**config.mk**
```make
export PLATFORM = sky130hd
export DESIGN_NAME = arith_unit
export DESIGN_NICKNAME = d
export VERILOG_FILES = /design/src/rtl/arith_unit_pkg.sv /design/src/rtl/arith_unit_opnd_mux.sv /design/src/rtl/arith_unit_full_add.sv /design/src/rtl/arith_unit_ripple.sv /design/src/rtl/arith_unit_out_stage.sv /design/src/rtl/arith_unit.sv
export SDC_FILE = /design/constraint.sdc
export NUM_CORES = 1
export LEC_CHECK = 0
export ABC_AREA = 1
export BUFFER_PORTS_ARGS = -buffer_cell sky130_fd_sc_hd__buf_2
export CORE_AREA = 2 2 39 41
export CTS_CLUSTER_DIAMETER = 40
export DETAILED_ROUTE_END_ITERATION = 8
export DIE_AREA = 0 0 41 43
export GPL_TIMING_DRIVEN = 0
export PLACE_DENSITY = 0.62
export SETUP_SLACK_MARGIN = 0.1
export SLEW_MARGIN = 20
export SYNTH_ARGS = -nofsm -noshare
export SYNTH_HDL_FRONTEND = slang
export SYNTH_SLANG_ARGS = --single-unit
```
**constraint.sdc**
```tcl
create_clock -name clk -period 0.95 [get_ports clk]
set_input_delay 0.0475 -clock clk [delete_from_list [all_inputs] [get_ports clk]]
set_output_delay 0.0475 -clock clk [all_outputs]
set_load 0.01 [all_outputs]
```
**src/rtl/arith_unit_pkg.sv**
```systemverilog
package arith_unit_pkg;
  typedef enum logic [1:0] {
    OPND_PASS  = 2'b00,
    OPND_INV   = 2'b01,
    OPND_ZERO  = 2'b10,
    OPND_ONES  = 2'b11
  } opnd_sel_e;
endpackage

```
**src/rtl/arith_unit_opnd_mux.sv**
```systemverilog
module arith_unit_opnd_mux
  import arith_unit_pkg::*;
#(
  parameter int DATA_W = 4
) (
  input  logic [DATA_W-1:0] b,
  input  logic [1:0]        op_sel,
  output logic [DATA_W-1:0] y
);
  opnd_sel_e sel_e;
  assign sel_e = opnd_sel_e'(op_sel);

  for (genvar i = 0; i < DATA_W; i++) begin : g_bit
    always_comb begin
      unique case (sel_e)
        OPND_PASS: y[i] = b[i];
        OPND_INV:  y[i] = ~b[i];
        OPND_ZERO: y[i] = 1'b0;
        OPND_ONES: y[i] = 1'b1;
        default:   y[i] = 1'b0;
      endcase
    end
  end
endmodule

```
**src/rtl/arith_unit_full_add.sv**
```systemverilog
module arith_unit_full_add (
  input  logic x,
  input  logic y,
  input  logic ci,
  output logic s,
  output logic co
);
  assign s  = x ^ y ^ ci;
  assign co = (x & y) | (ci & (x ^ y));
endmodule

```
**src/rtl/arith_unit_ripple.sv**
```systemverilog
module arith_unit_ripple #(
  parameter int DATA_W = 4
) (
  input  logic [DATA_W-1:0] x,
  input  logic [DATA_W-1:0] y,
  input  logic              ci,
  output logic [DATA_W-1:0] s,
  output logic              co
);
  logic [DATA_W:0] chain;
  assign chain[0] = ci;

  for (genvar i = 0; i < DATA_W; i++) begin : g_stage
    arith_unit_full_add u_fa (
      .x  (x[i]),
      .y  (y[i]),
      .ci (chain[i]),
      .s  (s[i]),
      .co (chain[i+1])
    );
  end

  assign co = chain[DATA_W];
endmodule

```
**src/rtl/arith_unit_out_stage.sv**
```systemverilog
module arith_unit_out_stage #(
  parameter int DATA_W     = 4,
  parameter bit REGISTERED = 1'b1,
  localparam int RES_W     = DATA_W + 1
) (
  input  logic             clk,
  input  logic             rst_n,
  input  logic             in_valid,
  output logic             in_ready,
  input  logic [RES_W-1:0] res_in,
  output logic             out_valid,
  input  logic             out_ready,
  output logic [RES_W-1:0] res_out
);
  if (REGISTERED) begin : g_reg
    logic             full_q;
    logic [RES_W-1:0] data_q;

    assign in_ready = !full_q || out_ready;

    always_ff @(posedge clk or negedge rst_n) begin
      if (!rst_n) begin
        full_q <= 1'b0;
        data_q <= '0;
      end else if (in_ready) begin
        full_q <= in_valid;
        if (in_valid) data_q <= res_in;
      end
    end

    assign out_valid = full_q;
    assign res_out   = data_q;
  end else begin : g_comb
    logic unused_clk;
    assign unused_clk = clk ^ rst_n;
    assign in_ready   = out_ready;
    assign out_valid  = in_valid;
    assign res_out    = res_in;
  end
endmodule

```
**src/rtl/arith_unit.sv**
```systemverilog
module arith_unit #(
  parameter int DATA_W     = 4,
  parameter bit REGISTERED = 1'b1
) (
  input  logic              clk,
  input  logic              rst_n,
  input  logic              in_valid,
  output logic              in_ready,
  input  logic [DATA_W-1:0] a,
  input  logic [DATA_W-1:0] b,
  input  logic [1:0]        op_sel,
  input  logic              cin,
  output logic              out_valid,
  input  logic              out_ready,
  output logic [DATA_W-1:0] d,
  output logic              cout
);
  localparam int RES_W = DATA_W + 1;

  logic [DATA_W-1:0] opnd_y;
  logic [DATA_W-1:0] sum;
  logic              carry;
  logic [RES_W-1:0]  res_out;

  arith_unit_opnd_mux #(.DATA_W(DATA_W)) u_mux (
    .b      (b),
    .op_sel (op_sel),
    .y      (opnd_y)
  );

  arith_unit_ripple #(.DATA_W(DATA_W)) u_add (
    .x  (a),
    .y  (opnd_y),
    .ci (cin),
    .s  (sum),
    .co (carry)
  );

  arith_unit_out_stage #(.DATA_W(DATA_W), .REGISTERED(REGISTERED)) u_out (
    .clk       (clk),
    .rst_n     (rst_n),
    .in_valid  (in_valid),
    .in_ready  (in_ready),
    .res_in    ({carry, sum}),
    .out_valid (out_valid),
    .out_ready (out_ready),
    .res_out   (res_out)
  );

  assign d    = res_out[DATA_W-1:0];
  assign cout = res_out[DATA_W];
endmodule

```
==> results.rst <==
.. list-table::
   :header-rows: 1

   * - Metric
     - Value
   * - Number of buffers created by CTS
     - 3
   * - Clock tree sinks
     - 6
   * - Synth top area share
     - 35.93%
   * - Maximum root-to-sink buffer count
     - 2
   * - Async SR Flop Fraction
     - 100.0%
   * - Non-filler cells in the finished layout
     - 97
   * - Cell with the most instances after synthesis
     - nand2_1
   * - Number of routed nets with antenna violations
     - 0
   * - Initial standard-cell utilization of the core
     - a little under a third
   * - CP Buf/Inv Count
     - 4
   * - Final critical-path share of the clock period
     - 195.6%
   * - Area enclosed by the die boundary
     - 1763 µm²
   * - Global-route congestion overflow total
     - 0
   * - Clk root buf
     - clkbuf_4
   * - Flop and latch count out of synthesis
     - 6
   * - Final max-slew violation count
     - 0
   * - Clock tree from TritonCTS
     - yes
   * - WP data arrival
     - 1990 ps
   * - CP Class
     - in -> reg
   * - Synthesized netlist net count
     - 72
   * - Top post-synthesis cells by area
     - dfrtp_1, fa_1, nand2_1
   * - Result of the run
     - finished, violations left
   * - DRC viols
     - 0
   * - Inst Count DP
     - 90
   * - Setup repair after global routing missed its margin
     - yes
   * - Num rows
     - 14
   * - Cell leakage power
     - 0.3747 nW
   * - Violations in the final reports
     - setup timing
   * - Slew at the pin closest to its max-slew limit
     - between 150 and 200 ps
   * - Wirelength per Cell
     - 9.711 µm
   * - Maximum level of the CTS H-tree
     - 1
   * - Netlist Area Pre-Place
     - 417.9 µm²
   * - Number of global-route vias before repair
     - 398
   * - Final net count
     - 102
   * - Maximum single-stage delay on the critical path
     - ~430 ps
   * - Kind of cell adding the most delay to the critical path
     - adder cells
   * - Cell type of the slowest stage on the worst timing path
     - fa_2
   * - Clock network latency to the later pin of the worst-skew pair
     - between 200 and 250 ps
   * - Top cells by instance count after synthesis
     - nand2_1, nand3_1, inv_1
   * - Max Freq
     - 538.1 MHz
   * - Number of antenna violations at the first check in global routing
     - 0
   * - Summed area of non-filler cells in the final layout
     - 679.4 µm²
   * - Aggregate routed wire length
     - roughly 940 µm
   * - Die W
     - 41 µm
   * - Worst min path class
     - in -> reg
   * - Cells along the critical path
     - buf_8, inv_6, or2_0, nand2_2, fa_2, inv_2, fa_2, fa_2, inv_2, fa_2, nand3_2, nand2_1
   * - Core ar.
     - 1384 µm²
   * - Capturing element type of the critical path
     - register
   * - Pre-antenna DRT Iters
     - 4
   * - Cell taking the most area after synthesis
     - dfrtp_1
   * - Largest fanout on the critical path
     - 4
   * - Max-cap viol count
     - 0
   * - Post-Synthesis Cells
     - 53
   * - I/O pin total
     - 22
   * - Pin count of the biggest net entering global routing
     - 7
   * - Final setup vio count
     - 4
   * - Cell Pwr Density
     - around 1400 nW/µm²
   * - Final critical path time including I/O delays and setup
     - 1858 ps
   * - Slew Limit Headroom
     - 89.71%
   * - Placed Instance Area
     - 550.5 µm²
   * - Maximum vdd drop
     - 0.0004198 V
   * - Detail Placement HPWL
     - 697.8 µm
   * - Proportion of synthesized chip area in sequential cells
     - 35.93%
   * - Worst path most repeated cell
     - fa_2
   * - CTS clk-pin slew, worst paths
     - 40 ps
   * - Worst-case setup margin in the final layout
     - -908.4 ps
   * - All-layer global routing usage
     - about an eighth
   * - Overall die height
     - 43 µm
   * - Routed via count
     - approximately 420
   * - Post-synth EDFFs
     - 0
   * - Antenna diode count
     - 0
   * - Number of DRC violations after detailed-routing iteration 0
     - 3
   * - Synth warn
     - 0
   * - Number of vias per cell after detailed routing
     - 4.309
   * - Dominant synthesized flop cell
     - dfrtp_1
   * - Wire length of the first global-routing pass
     - 1.483 mm
   * - IO Port Bufs
     - 21
   * - Final setup skew
     - 2.328 ps
   * - Share of post-route cells with drive strength above 1
     - around three fifths
   * - Area delta synth->final
     - 62.57%
   * - Crit path required time
     - roughly 1100 ps
   * - Distinct cell type count after synthesis
     - 9
   * - Average cell area after synthesis
     - approximately 7.9 µm²
   * - CP startpoint kind
     - input pin
   * - Final weighted congestion of routability-driven global placement
     - 0.7037
   * - Count of endpoints failing hold in the final timing report
     - 0
timing repair:
| item | CTS | global route |
|---|---|---|
| endpoints found under the hold margin | 6 | 0 |
| resized for setup | 15 | 6 |
| setup buffers | 3 | 0 |
| setup endpoints to repair | 6 | 7 |
| pin swaps | 7 | 2 |
| hold buffers | 1 | 0 |
flip-flops by register name, summed over array words and instances, names as in the netlist:
name             count
u_out.out_valid      1
u_out.res_out        5
layer usage:
layer | part of all wire [%] | global-route usage [%] | wire, µm
met5 | 0 | 0 | 0
met2 | 55 | 20.63 | 516
met1 | 38 | 13.49 | 355
met4 | 0 | 8.000 | 0
met3 | 7.3 | 1.571 | 69
placed cells by master (no fill, tap or decap):
cell / synthesis / layout
buf_2: 0 / 17
nand2_1: 19 / 16
nand3_1: 9 / 4
clkbuf_4: 0 / 3
or2_0: 2 / 2
buf_6: 0 / 3
dfrtp_1: 6 / 6
inv_2: 1 / 4
nand3_2: 0 / 5
inv_6: 0 / 1
buf_4: 0 / 3
buf_8: 0 / 1
dlygate4sd3_1: 0 / 1
nand2_2: 2 / 4
or2_2: 2 / 2
fa_2: 0 / 4
nand2_4: 0 / 1
inv_1: 8 / 4
tightest hold or removal path, cell delays in order:
cell	delay (ps)
buf_2	150
nand3_2	80
nand2_1	40
logic make-up after synthesis:
group / share of synthesized area [%]
flops: 35.93
buf+inv: 8.083
simple gates: 36.82
fa+ha+maj: 19.16
power breakdown:
group | switching [W] | internal (W)
clock network | 0.0000814 | 0.000142
registers | 0.0000279 | 0.000310
logic | 0.000187 | 0.000173
total | 0.000296 | 0.000625
path summary, 6_finish.rpt:
path                                  startpoint               end  slack [ps]  cells past startpoint
worst min register to register  u_out.res_out[4]  u_out.res_out[4]         470                      2
max in group asynchronous                  rst_n  u_out.res_out[4]         640                      2
worst max-delay path                   op_sel[0]  u_out.res_out[3]        -910                     12
min in group asynchronous                  rst_n  u_out.res_out[2]         160                      2
worst max register to register   u_out.out_valid  u_out.res_out[0]         110                      4
worst min-delay path                    in_valid  u_out.res_out[4]         120                      3
per-stage QoR:
stage | setup TNS (ps) | setup WS (ps) | total power [W] | hold slack (ps) | utilization (%)
floorplan | -2664 | -908.4 | 0.0005067 | -248.1 | -
global placement | -3715 | -1125 | 0.0006235 | -124.5 | 39.78
detailed placement | -3794 | -1158 | 0.0006343 | -121.1 | 39.78
CTS | -2221 | -861.2 | 0.0009171 | 105.2 | 47.65
global route | -2547 | -966.7 | 0.001006 | 121.5 | 49.10
finish | -2348 | -908.4 | 0.0009214 | 120.7 | 49.10
cell type report:
type / count / area, µm²
Sequential cell: 6 / 150.1
Timing Repair Buffer: 25 / 166.4
Inverter: 9 / 38.79
Tap cell: 16 / 20.02
Multi-Input combinational cell: 38 / 281.5
Clock buffer: 3 / 22.52
Fill cell: 145 / 704.4
No activity file was read; power rests on OpenSTA's default activity.
